[config.mk]
export PLATFORM = sky130hd
export DESIGN_NAME = dual_ring_xfer
export DESIGN_NICKNAME = d
export VERILOG_FILES = /design/src/rtl/dual_ring_pkg.sv /design/src/rtl/dual_ring_queue.sv /design/src/rtl/dual_ring_tx_feed.sv /design/src/rtl/dual_ring_xfer.sv
export SDC_FILE = /design/constraint.sdc
export NUM_CORES = 1
export LEC_CHECK = 0
export ABC_AREA = 0
export ABC_CLOCK_PERIOD_IN_PS = 5300
export BUFFER_PORTS_ARGS = -buffer_cell sky130_fd_sc_hd__buf_2
export CAP_MARGIN = 10
export CORE_ASPECT_RATIO = 2
export CORE_UTILIZATION = 55
export DETAILED_ROUTE_END_ITERATION = 16
export HOLD_SLACK_MARGIN = 0.1
export PLACE_DENSITY_LB_ADDON = 0.1
export SLEW_MARGIN = 40
export SYNTH_ARGS = -nofsm -noshare
export SYNTH_HDL_FRONTEND = slang
export SYNTH_SLANG_ARGS = --single-unit
[constraint.sdc]
create_clock -name clk -period 5.3 [get_ports clk]
set_input_delay 0.53 -clock clk [delete_from_list [all_inputs] [get_ports clk]]
set_output_delay 0.53 -clock clk [all_outputs]
set_load 0.02 [all_outputs]
[src/rtl/dual_ring_pkg.sv]
package dual_ring_pkg;

   typedef enum logic [1:0] {
      DM_SINGLE  = 2'd0,
      DM_QUAD    = 2'd1,
      DM_OCTAL   = 2'd2,
      DM_SIXTEEN = 2'd3
   } depth_mode_e;

   // log2 of the capacity named by each mode
   function automatic int unsigned mode_log2(input depth_mode_e m);
      case (m)
         DM_SINGLE:  return 0;
         DM_QUAD:    return 2;
         DM_OCTAL:   return 3;
         default:    return 4;
      endcase
   endfunction

endpackage

[src/rtl/dual_ring_queue.sv]
module dual_ring_queue #(
   parameter int DATA_W   = 16,
   parameter int MAX_LOG2 = 4
) (
   input  logic                clk,
   input  logic                rst_n,
   input  logic                flush,
   input  logic [MAX_LOG2:0]   depth,
   input  logic                push,
   input  logic [DATA_W-1:0]   push_data,
   input  logic                pop,
   output logic [DATA_W-1:0]   head,
   output logic [MAX_LOG2:0]   count,
   output logic                full,
   output logic                empty,
   output logic                push_drop
);
   localparam int SLOTS = 1 << MAX_LOG2;
   localparam int AW    = MAX_LOG2;
   localparam int CW    = MAX_LOG2 + 1;

   logic [DATA_W-1:0] slot_q [SLOTS];
   logic [AW-1:0]     wr_ptr_q;   // storing-side pointer
   logic [AW-1:0]     rd_ptr_q;   // removing-side pointer
   logic [CW-1:0]     cnt_q;
   logic              push_ok, pop_ok;

   function automatic logic [AW-1:0] advance(input logic [AW-1:0] p,
                                             input logic [CW-1:0] d);
      logic [CW-1:0] n;
      n = {1'b0, p} + CW'(1);
      return (n >= d) ? '0 : n[AW-1:0];
   endfunction

   assign full      = (cnt_q == depth);
   assign empty     = (cnt_q == '0);
   assign push_ok   = push & ~full  & ~flush;
   assign pop_ok    = pop  & ~empty & ~flush;
   assign push_drop = push & full & ~flush;
   assign count     = cnt_q;
   assign head      = empty ? '0 : slot_q[rd_ptr_q];

   always_ff @(posedge clk) begin
      if (push_ok) slot_q[wr_ptr_q] <= push_data;
   end

   always_ff @(posedge clk) begin
      if (!rst_n || flush) begin
         wr_ptr_q <= '0;
         rd_ptr_q <= '0;
         cnt_q    <= '0;
      end else begin
         if (push_ok) wr_ptr_q <= advance(wr_ptr_q, depth);
         if (pop_ok)  rd_ptr_q <= advance(rd_ptr_q, depth);
         cnt_q <= cnt_q + CW'(push_ok) - CW'(pop_ok);
      end
   end

   // occupancy never exceeds the selected capacity
   p_count_bound_r4: assert property (@(posedge clk) disable iff (!rst_n)
      !flush |=> (cnt_q <= depth) || flush);

   // a store into a full queue without a removal changes nothing
   p_full_hold_r5: assert property (@(posedge clk) disable iff (!rst_n)
      (!flush && full && push && !pop) |=> $stable(cnt_q) && $stable(wr_ptr_q));

   // a removal from an empty queue leaves it empty
   p_empty_pop_r7: assert property (@(posedge clk) disable iff (!rst_n)
      (!flush && empty && pop && !push) |=> (cnt_q == '0) && $stable(rd_ptr_q));

   // a flush empties the queue
   p_flush_empty_r9: assert property (@(posedge clk) disable iff (!rst_n)
      flush |=> empty);

endmodule

[src/rtl/dual_ring_tx_feed.sv]
module dual_ring_tx_feed #(
   parameter int DATA_W = 16
) (
   input  logic              clk,
   input  logic              rst_n,
   input  logic              enable,
   input  logic              flush,
   input  logic              urd_en,
   input  logic [DATA_W-1:0] urd_word,
   input  logic              q_empty,
   input  logic [DATA_W-1:0] q_head,
   input  logic              take,
   output logic [DATA_W-1:0] tx_word,
   output logic              underrun
);
   logic sub_take;

   assign sub_take = take & q_empty & urd_en & ~flush;

   always_comb begin
      if (!q_empty)    tx_word = q_head;
      else if (urd_en) tx_word = urd_word;
      else             tx_word = '0;
   end

   always_ff @(posedge clk) begin
      if (!rst_n || !enable) underrun <= 1'b0;
      else if (sub_take)     underrun <= 1'b1;
   end

   // a take under substitution raises the sticky underrun flag
   p_underrun_set_r8: assert property (@(posedge clk) disable iff (!rst_n)
      (enable && !flush && take && q_empty && urd_en) |=> underrun);

   // the flag stays set while enabled
   p_underrun_sticky_r8: assert property (@(posedge clk) disable iff (!rst_n)
      (underrun && enable) |=> (underrun || !$past(enable)) );

endmodule

[src/rtl/dual_ring_xfer.sv]
module dual_ring_xfer #(
   parameter int DATA_W   = 16,
   parameter int MAX_LOG2 = 4
) (
   input  logic                clk,
   input  logic                rst_n,
   input  logic                enable,
   input  logic [1:0]          depth_sel,
   input  logic                cpu_wr,
   input  logic [DATA_W-1:0]   cpu_wdata,
   input  logic                cpu_rd,
   output logic [DATA_W-1:0]   cpu_rdata,
   input  logic                ser_tx_take,
   output logic [DATA_W-1:0]   ser_tx_word,
   input  logic                ser_rx_put,
   input  logic [DATA_W-1:0]   ser_rx_word,
   input  logic                urd_en,
   input  logic [DATA_W-1:0]   urd_word,
   output logic [MAX_LOG2:0]   tx_count,
   output logic [MAX_LOG2:0]   rx_count,
   output logic                tx_full,
   output logic                tx_empty,
   output logic                rx_full,
   output logic                rx_empty,
   output logic                rx_overflow,
   output logic                tx_underrun
);
   import dual_ring_pkg::*;

   localparam int CW = MAX_LOG2 + 1;

   generate
      if (MAX_LOG2 < 2 || MAX_LOG2 > 8) begin : g_bad_depth
         $error("dual_ring_xfer: MAX_LOG2 must lie in 2..8");
      end
      if (DATA_W < 1 || DATA_W > 64) begin : g_bad_width
         $error("dual_ring_xfer: DATA_W must lie in 1..64");
      end
   endgenerate

   logic [1:0]        sel_q;
   logic              flush;
   logic [CW-1:0]     depth_lim;
   logic [DATA_W-1:0] tx_head;
   logic              rx_drop;
   logic              tx_drop_unused;
   int unsigned       lg;

   always_comb begin
      lg = mode_log2(depth_mode_e'(depth_sel));
      if (lg > MAX_LOG2) lg = MAX_LOG2;
      depth_lim = CW'(1) << lg;
   end

   always_ff @(posedge clk) begin
      if (!rst_n) sel_q <= '0;
      else        sel_q <= depth_sel;
   end

   assign flush = ~enable | (depth_sel != sel_q);

   dual_ring_queue #(.DATA_W(DATA_W), .MAX_LOG2(MAX_LOG2)) u_txq (
      .clk       (clk),
      .rst_n     (rst_n),
      .flush     (flush),
      .depth     (depth_lim),
      .push      (cpu_wr),
      .push_data (cpu_wdata),
      .pop       (ser_tx_take),
      .head      (tx_head),
      .count     (tx_count),
      .full      (tx_full),
      .empty     (tx_empty),
      .push_drop (tx_drop_unused)
   );

   dual_ring_queue #(.DATA_W(DATA_W), .MAX_LOG2(MAX_LOG2)) u_rxq (
      .clk       (clk),
      .rst_n     (rst_n),
      .flush     (flush),
      .depth     (depth_lim),
      .push      (ser_rx_put),
      .push_data (ser_rx_word),
      .pop       (cpu_rd),
      .head      (cpu_rdata),
      .count     (rx_count),
      .full      (rx_full),
      .empty     (rx_empty),
      .push_drop (rx_drop)
   );

   dual_ring_tx_feed #(.DATA_W(DATA_W)) u_feed (
      .clk      (clk),
      .rst_n    (rst_n),
      .enable   (enable),
      .flush    (flush),
      .urd_en   (urd_en),
      .urd_word (urd_word),
      .q_empty  (tx_empty),
      .q_head   (tx_head),
      .take     (ser_tx_take),
      .tx_word  (ser_tx_word),
      .underrun (tx_underrun)
   );

   always_ff @(posedge clk) begin
      if (!rst_n || !enable) rx_overflow <= 1'b0;
      else if (rx_drop)      rx_overflow <= 1'b1;
   end

   // an inbound word arriving at a full queue raises the overflow flag
   p_overflow_set_r6: assert property (@(posedge clk) disable iff (!rst_n)
      (enable && !flush && rx_full && ser_rx_put) |=> rx_overflow);

   // an empty outbound queue with substitution on presents the fill word
   p_fill_word_r8: assert property (@(posedge clk) disable iff (!rst_n)
      (tx_empty && urd_en) |-> (ser_tx_word == urd_word));

   // disabling clears both sticky flags
   p_disable_clear_r9: assert property (@(posedge clk) disable iff (!rst_n)
      !enable |=> !rx_overflow && !tx_underrun);

   // removal from a full queue with a concurrent store drops one word
   p_full_both_r11: assert property (@(posedge clk) disable iff (!rst_n)
      (!flush && tx_full && cpu_wr && ser_tx_take) |=> (tx_count == $past(tx_count) - CW'(1)));

endmodule

# Word-level counts from Yosys, hierarchy flattened
# Memory sizes are Yosys's and may differ from the RTL's. A register that Yosys moved wholly into a read port is not among the register bits.
# Index checks and enable logic that the tools add are counted.
dict set report op_classes {
  muxes 17
  n_eq_ne 5
  order_cmp 5
  multipliers 0
  n_reduce_logical 7
  n_div 0
  shift 1
  addsub 8
  n_bitwise 20
}
# op n
set ops {}
lappend ops {{16-bit two-way mux} 3}
lappend ops {{32-bit by 3-bit greater-than comparator with 1-bit output, second input constant} 1}
lappend ops {{32-bit two-way mux} 1}
lappend ops {{4-bit two-way mux} 8}
lappend ops {{1-bit by 32-bit left shift with 5-bit output, first input constant} 1}
lappend ops {{4-bit by 1-bit adder with 5-bit output, second input constant} 4}
lappend ops {{5-bit >= comparator} 4}
lappend ops {{1-bit bitwise AND} 13}
lappend ops {{5-bit by 1-bit adder with 5-bit output} 2}
lappend ops {{5-bit equality test} 2}
lappend ops {{5-bit logical NOT} 2}
lappend ops {{5-bit by 1-bit subtractor with 5-bit output} 2}
lappend ops {{3-bit case mux with 3 select lines} 1}
lappend ops {{1-bit inverter} 6}
lappend ops {{1-bit two-way mux} 4}
lappend ops {{2-bit by 1-bit equality test with 1-bit output, second input constant} 1}
lappend ops {{2-bit equality test, second input constant} 1}
lappend ops {{1-bit logical NOT} 2}
lappend ops {{2-bit logical NOT} 1}
lappend ops {{1-bit logical OR} 2}
lappend ops {{2-bit != test} 1}
lappend ops {{1-bit bitwise OR} 1}
dict set report totals {
  latchBits 0
  n_memories 2
  out_inout_bits 48
  ramBits 512
  register_bits 30
  rom_bits 0
  in_bits 58
}
# name depth word_bits rd rd_ports_with_merged_regs wr line_no
set mem_list {}
lappend mem_list {u_rxq.slot_q 16 16 1 1 1 dual_ring_queue.sv:22} ;# logic [DATA_W-1:0] slot_q [SLOTS];
lappend mem_list {u_txq.slot_q 16 16 1 1 1 dual_ring_queue.sv:22}

# Longest topological paths before layout
# Gate-level depths: netlist of run 1.
dict set report logic_depth {
  depth_word 11
  depth_mapped 15
  mapped_depth_nobuf 14
}

# Hierarchy
# Synthesis of run 1 repeated with hierarchy kept, for this count alone.
dict set report unflattened {
  cells_unflattened 1098
  area_unflattened_um2 22431.5
}
# mod seq_area_each_um2 n_inst cells_each area_each_um2
set by_module_without_submodules {}
lappend by_module_without_submodules {{dual_ring_queue at u_txq} 8027.7 1 527 11001.8}
lappend by_module_without_submodules {{dual_ring_queue at u_rxq} 8027.7 1 525 10995.5}
lappend by_module_without_submodules {dual_ring_tx_feed 20.0 1 28 237.7}
lappend by_module_without_submodules {dual_ring_xfer 60.1 1 18 196.4}

# Least setup slack after synthesis of run 1
# OpenSTA, ideal clock, no wires.
dict set report synth_path {
  path_type {in2reg}
  startpoint {input port depth_sel[0]}
  endpoint {memory u_rxq.slot_q[2][0], enable pin}
  stages 7
  n_path_buf 1
  setup_time_ns 0.431
  slack_ns 1.412
  arrival_ns 3.457
  cell_sequence {inv_1 -> ha_1 -> nor3b_2 -> xnor2_1 -> a21oi_1 -> buf_2 -> nor4bb_1}
}
dict set report synth_between {
  elab_chain_cells 11
  word_cells_on_any_way 16
  cone_classes {order compare (1); eq/ne (4); shift (1); mux (4); bitwise (5); reduce/logical (1)}
}
# element line_no
set synth_rtl {}
lappend synth_rtl {{start: declaration} dual_ring_xfer.sv:8} ;# input logic [1:0] depth_sel,
lappend synth_rtl {{2-bit equality test (tied with other cells)} dual_ring_pkg.sv:12} ;# case (m)
lappend synth_rtl {{3-bit case mux with 3 select lines} dual_ring_pkg.sv:12}
lappend synth_rtl {{32-bit by 3-bit greater-than comparator with 1-bit output} dual_ring_xfer.sv:51} ;# if (lg > MAX_LOG2) lg = MAX_LOG2;
lappend synth_rtl {{32-bit two-way mux} dual_ring_xfer.sv:51}
lappend synth_rtl {{1-bit by 32-bit left shift with 5-bit output} dual_ring_xfer.sv:52} ;# depth_lim = CW'(1) << lg;
lappend synth_rtl {{5-bit equality test} dual_ring_queue.sv:35} ;# assign full = (cnt_q == depth);
lappend synth_rtl {{1-bit inverter} dual_ring_queue.sv:37} ;# assign push_ok = push & ~full & ~flush;
lappend synth_rtl {{1-bit bitwise AND} dual_ring_queue.sv:37}
lappend synth_rtl {{1-bit bitwise AND *} dual_ring_queue.sv:37}
lappend synth_rtl {{net u_rxq.push_ok} dual_ring_queue.sv:26} ;# logic push_ok, pop_ok;
lappend synth_rtl {{1-bit two-way mux *} dual_ring_queue.sv:44} ;# if (push_ok) slot_q[wr_ptr_q] <= push_data;
lappend synth_rtl {{1-bit two-way mux (implied by the code) *} dual_ring_queue.sv:44}
lappend synth_rtl {{end: declaration} dual_ring_queue.sv:22}
# Mark *: on every way through the listed nets, which the timed path passes. The rest lies on a longest branch.

==> metrics, run 1 <==
status complete, no violations; Tcrit/Tclk final between 60% and 70%; Final GP Congestion just under 0.8; r2r setup slk between 2 and 2.5 ns; Die H around 290 um; Final ANT Viol Nets 0; DP Wirelength roughly 32000 um; HP Class input pin to flip-flop; Starting Density 55.8%; Max VDD drop about 320 uV; clk buf depth 3; cell area after layout roughly 25000 um2; clk slew on worst S/H paths about 0.07 ns; achievable frequency ~270 MHz; sequential fraction of the synthesis area between 70% and 80%; core footprint a little over 40000 um2; io pins about 110; clock latency on the worst-skew pair 0.56 ns; Critical Path End Type output pin; Yosys reg bits 550; Global Route Usage Sum 23.7%; syn nets about 1200; cells after synthesis around 1100; Post-CTS Setup Bufs 0; Nets around 1400; DR WL/cell approximately 26 um; Iter 0 DRT Violations around 670; Worst Tran Pin Value 0.829 ns; critical path data required time 4.77 ns; fin. max-slew vios 0; DRC Markers 0; Layout Area Growth over Synthesis 12.2%; critical path fanouts, max 44; share of layout cells above drive strength 1 between 20% and 30%; Pleak between 8 and 9 nW; Hold Slack around 0.20 ns; ys flop type edfxtp_1; Fillers just under 3000; asr flop ratio synth 0%; Sink Count 550; CTS Buf Count 47; first-pass GRT wire length between 70000 and 80000 um; Final Hold Viols 0; worst clock skew between 0.015 and 0.02 ns; Worst slew margin 44.7%; total wire length between 40000 and 50000 um; hold buffer count at cts 0; crit path kind flip-flop to output pin; vias in the first global route 11464; worst endpoint data arrival time between 3 and 4 ns; syn_area_per_cell 20.0 um2; Vias/cell 5.98; largest net degree at the start of global routing 45; min Tclk post-route ~3.7 ns; Syn Std Cell Area between 20000 and 25000 um2; YS warnings 0; initial antenna violation count 1; Die W approximately 150 um; Setup Viol. Count Final 0; nature of the critical path startpoint flip-flop; grt ovf 0; I/O Buffers between 100 and 150; Via Count 10924; pwr/cell area 328 nW/um2; depth of the CTS H-tree 2; row count 104; post-CTS resize count 0; area of the die 41800 um2; clock root buffer master clkbuf_16; placed cell area roughly 24000 um2; Yosys cell types between 50 and 60; max_cap viols 0; Post-synth EDFFs between 500 and 600; CTS tree yes; setup_tns 0 ns; RSZ-0062 raised after global routing false; drt first pass iters 4
[synth_stat cells (9+ instances only)]
cell type	n	area [um2]
and2_1	17	106
nand2_1	15	56.3
a21oi_1	28	140
nor3_1	10	50.1
mux4_1	18	473
xnor2_1	18	158
o22ai_1	9	56.3
mux2_2	23	259
mux2i_1	17	170
buf_4	13	97.6
mux4_2	118	2660
nor2_1	19	71.3
o21ai_0	14	70.1
nand3_1	13	65.1
nor2b_1	17	106
clkbuf_1	23	86.3
edfxtp_1	512	15400
ha_1	46	576
inv_1	30	113
dfxtp_1	38	761
xor2_1	12	105
and4_1	10	87.6
[routing by layer]
metal,vias to the layer above,global-route usage [%],routed length [um],part of all wire (%)
met2,249,46.5,27800,58
met3,86,3.00,1520,3.2
met5,-,0,0,0
li1,4896,-,-,-
met4,0,10.1,1820,3.8
met1,5693,25.0,16700,35
[placed cells by master, fill, tap and decap left out, drive strengths merged, types with 12 or more instances in the layout]
master / n
dfxtp: 38
mux2: 23
and2: 17
clkinv: 22
o21ai: 15
edfxtp: 512
nand2: 15
xor2: 12
nor2: 19
a21oi: 28
xnor2: 18
mux4: 136
nor2b: 17
nand3: 13
inv: 32
buf: 136
mux2i: 17
clkbuf: 56
ha: 46
[logic make-up after synthesis]
family	synth area share (%)
fa+ha+maj	2.74
buf+inv	1.85
flops	71.7
simple gates	3.90
compound gates	2.83
mux	15.8
xor+xnor	1.17
[state kept, by name, indices dropped and copies added (netlist names), named ones only]
| register | cells |
|---|---|
| u_txq.slot_q | 256 |
| rx_overflow | 1 |
| u_txq.wr_ptr_q | 4 |
| u_feed.underrun | 1 |
| u_rxq.rd_ptr_q | 4 |
| u_rxq.count | 5 |
| u_txq.rd_ptr_q | 4 |
| u_txq.count | 5 |
| u_rxq.slot_q | 256 |
| sel_q | 2 |
| u_rxq.wr_ptr_q | 4 |
[metrics by stage]
stage          total power, mW  instances  setup WS [ns]  util, %
2_1_floorplan             4.92       1128           1.41        -
4_1_cts                   8.34       1826           1.53     62.6
5_1_grt                   8.48       1827           1.49     62.6
3_5_place_dp              5.03       1740           1.79     58.9
6_report                  8.27       1828           1.64     62.6
3_3_place_gp              5.02       1739           1.83     58.8
[final timing paths]
check	cells after the start	startpoint	end
worst max-delay path	5	flip-flop	ser_tx_word[13]
worst min-delay path	2	rst_n	sel_q[1]
worst max register to register	15	u_txq.count[2]	u_txq.count[4]
worst min register to register	2	rx_overflow	rx_overflow
[critical path, stage by stage (launching register included)]
cell and delay, ns:
dfxtp_4 0.81, buf_12 0.37, mux4_2 0.55, mux4_2 0.50
a22o_1 0.19, buf_2 0.15
[area by class of cell]
type	count	area [um2]	share of cell area, %
inverters	30	113	0.446
flip-flops and latches	550	16100	63.9
clock inverters	30	223	0.882
repair buffers	136	796	3.15
clock buffers	56	1250	4.96
multi-input cells	494	6050	24.0
well taps	530	663	2.63
diodes	2	5.00	0.0198
[power breakdown]
part           leakage, nW  internal (mW)  total, mW  switching, mW
combinational         2.57         0.0548      0.182          0.128
clock                0.717           1.84       3.34           1.51
sequential            4.91           4.74       4.75        0.00339
total                 8.20           6.63       8.27           1.64
No activity file was read; power rests on OpenSTA's default activity.
==> run 2, diff against run 1 <==
--- a/config.mk
+++ b/config.mk
@@ -6,7 +6,7 @@
 export NUM_CORES = 1
 export LEC_CHECK = 0
 export ABC_AREA = 0
-export ABC_CLOCK_PERIOD_IN_PS = 5300
+export ABC_CLOCK_PERIOD_IN_PS = 3100
 export BUFFER_PORTS_ARGS = -buffer_cell sky130_fd_sc_hd__buf_2
 export CAP_MARGIN = 10
 export CORE_ASPECT_RATIO = 2
==> constraint.sdc (replaced) <==
create_clock -name clk -period 3.1 [get_ports clk]
set_input_delay 0.31 -clock clk [delete_from_list [all_inputs] [get_ports clk]]
set_output_delay 0.31 -clock clk [all_outputs]
set_load 0.02 [all_outputs]
==> run 2 against run 1 <==
  * Worst setup slack worse by 1.5 ns
  * Clock power grew 70%
  * Cell area grew 3.1%
  * Largest cell class unchanged
  * Highest routed layer is now met5
==> metrics, run 2 (same netlist as run 1, synthesis figures left out) <==
status complete, no violations; max_cap viols 0; Worst Tran Pin Value a little under 0.8 ns; Final GP Congestion around 0.82; R2R depth 14; antenna diode count 0; core footprint roughly 40000 um2; Die W ~150 um; Global Route Usage Sum 23.8%; nature of the critical path startpoint flip-flop; RSZ-0062 raised after global routing false; I/O Buffers ~110; area of the multi-input gates approximately 6000 um2; Reg-to-Reg End u_txq.count[4]; worst hold path startpoint ser_rx_word[11]; Critical Path Max Stage Delay 0.62 ns; Vias/cell between 5 and 6; clk buf depth 3; Final ANT Viol Nets 0; Starting Density a little under three fifths; row count around 100; initial antenna violation count 1; Tcrit/Tclk final between 90% and 100%; Pleak roughly 8.6 nW; Fillers approximately 2800; Final Hold Viols 0; largest net degree at the start of global routing 65; leading cell type in the layout, fill and taps excluded edfxtp_1; grt ovf 0; final worst setup slack roughly 0.11 ns; Nets around 1400; worst clock skew between 0.02 and 0.03 ns; Via Count ~11000; r2r startpoint u_txq.count[3]; clock latency on the worst-skew pair 0.57 ns; pwr/cell area 543 nW/um2; biggest regs u_rxq.slot_q x256, u_txq.slot_q x256; first-pass GRT wire length around 70000 um; DP Wirelength just over 30000 um; worst endpoint data arrival time between 2 and 3 ns; r2r setup slk approximately 0.35 ns; Critical Path End Type output pin; total wire length slightly below 50000 um; Sink Count between 500 and 600; register area between 15000 and 20000 um2; vias in the first global route between 10000 and 15000; CTS tree yes; cell area after layout about 26000 um2; worst slack at placement around 0.25 ns; area of the die 41800 um2; CTS Buf Count 46; fin. max-slew vios 0; share of layout cells above drive strength 1 between 30 and 40%; achievable frequency approximately 330 MHz; Worst slew margin a little under half; drt first pass iters 5; setup_tns 0 ns; slowest stage cell on the critical path mux4_1; HP Class input pin to flip-flop; placed cell count 1773; clk slew on worst S/H paths 0.07 ns; fin cells 1881; io pins 106; DR WL/cell ~26 um; Die H between 200 and 300 um; Iter 0 DRT Violations ~670; Critical Path, Cell by Cell buf_12 -> mux4_1 -> mux4_2 -> a22o_1 -> buf_2; Hold EP u_rxq.slot_q[8][11]; critical path data required time 2.79 ns; Max VDD drop around 590 uV; placed cell area 24200 um2; DRC Markers 0; min Tclk post-route around 3 ns; worst hold path depth 1; critical path fanouts, max 24; Layout Area Growth over Synthesis 15.7%; clock root buffer master clkbuf_16; depth of the CTS H-tree 2; crit path kind flip-flop to output pin; most frequent cells in the layout edfxtp_1 (512), mux4_2 (119), buf_2 (105), clkbuf_16 (50), ha_1 (46); Setup Viol. Count Final 0
==> run 2: changes by cell type in the layout (fill, tap and decap cells not counted), moves of 3 or more <==
| cell | delta |
|---|---|
| and2_1 | +6 |
| and2_2 | -7 |
| and4_1 | +5 |
| and4_2 | -5 |
| buf_12 | +16 |
| buf_4 | +17 |
| clkbuf_1 | +5 |
| clkbuf_8 | +3 |
| clkinv_1 | -13 |
| clkinv_8 | +3 |
| clkinvlp_4 | -3 |
| dlygate4sd3_1 | +20 |
| nor2_2 | +3 |
==> run 2: critical path, delay by kind of cell, from the launching register on <==
family	cells	cell delay (ns)
buffers and inverters	2	0.37
AO/OA/AOI/OAI	1	0.19
flip-flops	1	0.41
multiplexers	2	1.12
==> run 2: routing by layer <==
layer	GRT usage, %	vias up	part of all wire (%)
met5	0	-	0.021
met4	8.35	2	2.8
met3	2.73	80	3.8
met2	47.7	266	59
met1	25.1	5811	35
li1	-	5012	-
==> run 2: how the worst max path moves through the flow <==
stage / end
after floorplan: u_rxq.slot_q[5][0]
after global placement: u_txq.count[4]
after detailed placement: u_rxq.slot_q[6][10]
after CTS: ser_tx_word[10]
after global routing: ser_tx_word[1]
final: ser_tx_word[3]
==> run 2: area by class of cell <==
type	instances	share of cell area (%)
clock buffers	65	5.14
clock inverters	18	0.601
inverters	30	0.433
multi-input cells	494	23.2
flip-flops and latches	550	62.0
well taps	530	2.55
repair buffers	194	6.06
==> run 2: report_power, final <==
group | internal [mW] | total, mW | leakage (nW) | switching (mW)
registers | 8.11 | 8.11 | 4.91 | 0.00544
logic | 0.126 | 0.344 | 2.94 | 0.218
clock network | 3.13 | 5.69 | 0.740 | 2.56
==> run 2: timing repair <==
item	4_1_cts	5_1_grt
cloned	2	0
setup endpoints to repair	23	10
hold buffers	20	0
resized for setup	13	4
hold endpoints to repair	152	0
setup buffers	3	0
==> run 2: through the flow <==
step                hold slack [ns]  power [mW]  util, %
floorplan                     0.409        8.41        -
CTS                           0.100        14.3     64.5
global placement              0.454        8.58     60.0
global route                  0.114        14.5     64.5
detailed placement            0.458        8.59     60.0
finish                        0.121        14.1     64.5
==> run 3, diff against run 2 <==
--- a/config.mk
+++ b/config.mk
@@ -7,10 +7,11 @@
 export LEC_CHECK = 0
 export ABC_AREA = 0
 export ABC_CLOCK_PERIOD_IN_PS = 3100
-export BUFFER_PORTS_ARGS = -buffer_cell sky130_fd_sc_hd__buf_2
+export BUFFER_PORTS_ARGS = -buffer_cell sky130_fd_sc_hd__buf_4
 export CAP_MARGIN = 10
 export CORE_ASPECT_RATIO = 2
 export CORE_UTILIZATION = 55
+export CTS_CLUSTER_SIZE = 25
 export DETAILED_ROUTE_END_ITERATION = 16
 export HOLD_SLACK_MARGIN = 0.1
 export PLACE_DENSITY_LB_ADDON = 0.1
==> run 3 against run 2 <==
  * Combinational power increased by 9.6%
  * Cell count increased by 1.5%
  * Register-to-register slack got worse by 0.10 ns
  * Clock-buffer cell count decreased by 7
  * Largest cell class unchanged
  * Cell area increased by 1.4%
  * Total power increased by 0.73%
  * Global-route usage increased by 0.69 points
  * Wire length increased by 2.3%
  * Fmax decreased by 0.93%
  * Worst setup slack got worse by 0.028 ns
  * Clock skew decreased by 0.0040 ns
  * Via count increased by 1.4%
==> metrics, run 3 (same netlist as run 1, synthesis figures left out) <==
status complete, no violations; I/O Buffers between 100 and 150; r2r startpoint u_rxq.count[3]; vias in the first global route 12164; total wire length ~49000 um; core footprint a little over 40000 um2; critical path fanouts, max 16; nature of the critical path startpoint flip-flop; Die H around 290 um; Worst Tran Pin Value about 0.8 ns; largest net degree at the start of global routing 65; max_cap viols 0; DR WL/cell 25.8 um; DRC Markers 0; clock latency on the worst-skew pair around 0.57 ns; Final GP Congestion around 0.80; HP Class input pin to flip-flop; grt ovf 0; Comb power frac 2.6%; Clk pwr share between 40 and 50%; DP Wirelength between 30000 and 40000 um; depth of the CTS H-tree 2; P_int roughly 11 mW; Setup Viol. Count Final 0; Via Count about 11000; Sink Count 550; initial antenna violation count 0; row count ~100; Tcrit/Tclk final a little over nine tenths; Worst slew margin around 48%; setup_tns 0 ns; Buf/Inv on CP 2; worst clock skew approximately 0.021 ns; first-pass GRT wire length 73900 um; critical path data required time between 2 and 3 ns; placed cell count 1780; R2R depth 14; Pwr Total between 10 and 15 mW; Final ANT Viol Nets 0; clk buf depth 3; Sw Ratio around a fifth; worst hold path startpoint enable; r2r setup slk around 0.25 ns; Hold EP u_feed.underrun; drt first pass iters 4; Final Hold Viols 0; leading cell type in the layout, fill and taps excluded edfxtp_1; CTS Buf Count 46; Hold Slack roughly 0.17 ns; Die W 145 um; clock root buffer master clkbuf_16; pwr/cell area about 540 nW/um2; Iter 0 DRT Violations 746; Nets about 1400; clk slew on worst S/H paths approximately 0.070 ns; most frequent cells in the layout edfxtp_1 (512), buf_4 (166), mux4_2 (118), ha_1 (46), clkbuf_16 (46); Reg-to-Reg End u_rxq.count[4]; achievable frequency between 300 and 400 MHz; CTS tree yes; Global Route Usage Sum about a quarter; Critical Path Max Stage Delay 0.58 ns; crit path kind flip-flop to output pin; slowest stage cell on the critical path mux4_1; share of layout cells above drive strength 1 between 20 and 30%; Starting Density between 50% and 60%; worst hold path depth 3; Vias/cell between 5 and 6; Critical Path End Type output pin; fin cells ~1900; biggest regs u_rxq.slot_q x256, u_txq.slot_q x256; Layout Area Growth over Synthesis 17.3%; io pins around 110; fin. max-slew vios 0; antenna diode count 0; Max VDD drop ~540 uV; cell area after layout approximately 26000 um2; worst endpoint data arrival time 2.71 ns; placed cell area 24400 um2; Critical Path, Cell by Cell buf_16 -> mux4_1 -> mux4_2 -> a22o_1 -> buf_4; P_sw roughly 2.8 mW; Crit path max-delay family multiplexers; area of the die about 42000 um2; share of power burned in registers 56.9%; Pleak 8.71 nW; Fillers about 2800; min Tclk post-route between 3 and 4 ns; RSZ-0062 raised after global routing true
-- run 3: power groups by stage --
stage | Combinational (mW) | Clock, mW | Sequential (mW)
finish | 0.377 | 5.76 | 8.11
global route | 0.410 | 6.12 | 8.11
detailed placement | 0.337 | 0 | 8.28
global placement | 0.328 | 0 | 8.28
CTS | 0.380 | 5.88 | 8.11
floorplan | 0.127 | 0 | 8.28
-- run 3: how the worst max path moves through the flow --
stage | start | end | slack (ns) | cells past startpoint
after floorplan | depth_sel[0] | u_rxq.slot_q[5][0] | -0.14 | 7
after global placement | depth_sel[0] | u_rxq.count[4] | 0.34 | 14
after detailed placement | u_rxq.count[3] | u_rxq.count[4] | 0.27 | 14
after CTS | u_txq.count[2] | ser_tx_word[1] | 0.02 | 10
after global routing | u_txq.count[2] | ser_tx_word[1] | -0.04 | 10
final | flip-flop | ser_tx_word[11] | 0.08 | 5
-- run 3: worst register-to-register path: stages, from the launching register on --
cell      delay, ns
dfxtp_1        0.35
inv_1          0.09
ha_1           0.13
nor4b_2        0.24
nand3b_1       0.27
inv_1          0.15
ha_1           0.30
inv_1          0.04
ha_1           0.20
fa_1           0.43
a21oi_1        0.17
nor2_1         0.06
nor2_1         0.11
xnor2_1        0.13
nor2_1         0.05
-- run 3: per-stage QoR --
stage / setup slack [ns] / util (%)
floorplan: -0.143 / -
global placement: 0.340 / 60.5
detailed placement: 0.270 / 60.5
CTS: 0.0162 / 65.4
global route: -0.0418 / 65.5
finish: 0.0818 / 65.5
-- run 3: final cells by class --
type / instances / area [um2] / share of cell area, %
multi-input cells: 494 / 6040 / 22.9
clock buffers: 58 / 1200 / 4.53
well taps: 530 / 663 / 2.51
repair buffers: 220 / 1940 / 7.36
inverters: 30 / 113 / 0.426
clock inverters: 28 / 297 / 1.12
flip-flops and latches: 550 / 16100 / 61.2
-- run 3: what timing repair did --
action | in CTS | in global routing
hold buffers | 38 | 0
setup endpoints to repair | 26 | 10
gates resized for setup | 9 | 3
hold endpoints to repair | 517 | 0
cloned | 1 | 0
setup buffers | 4 | 1
-- run 3: routing by layer --
metal / up-vias / track usage, % / wire length, um
met5: - / 0 / 0
li1: 5061 / - / -
met1: 5867 / 25.8 / 16700
met2: 308 / 48.7 / 29000
met4: 0 / 9.81 / 1700
met3: 90 / 2.61 / 1880
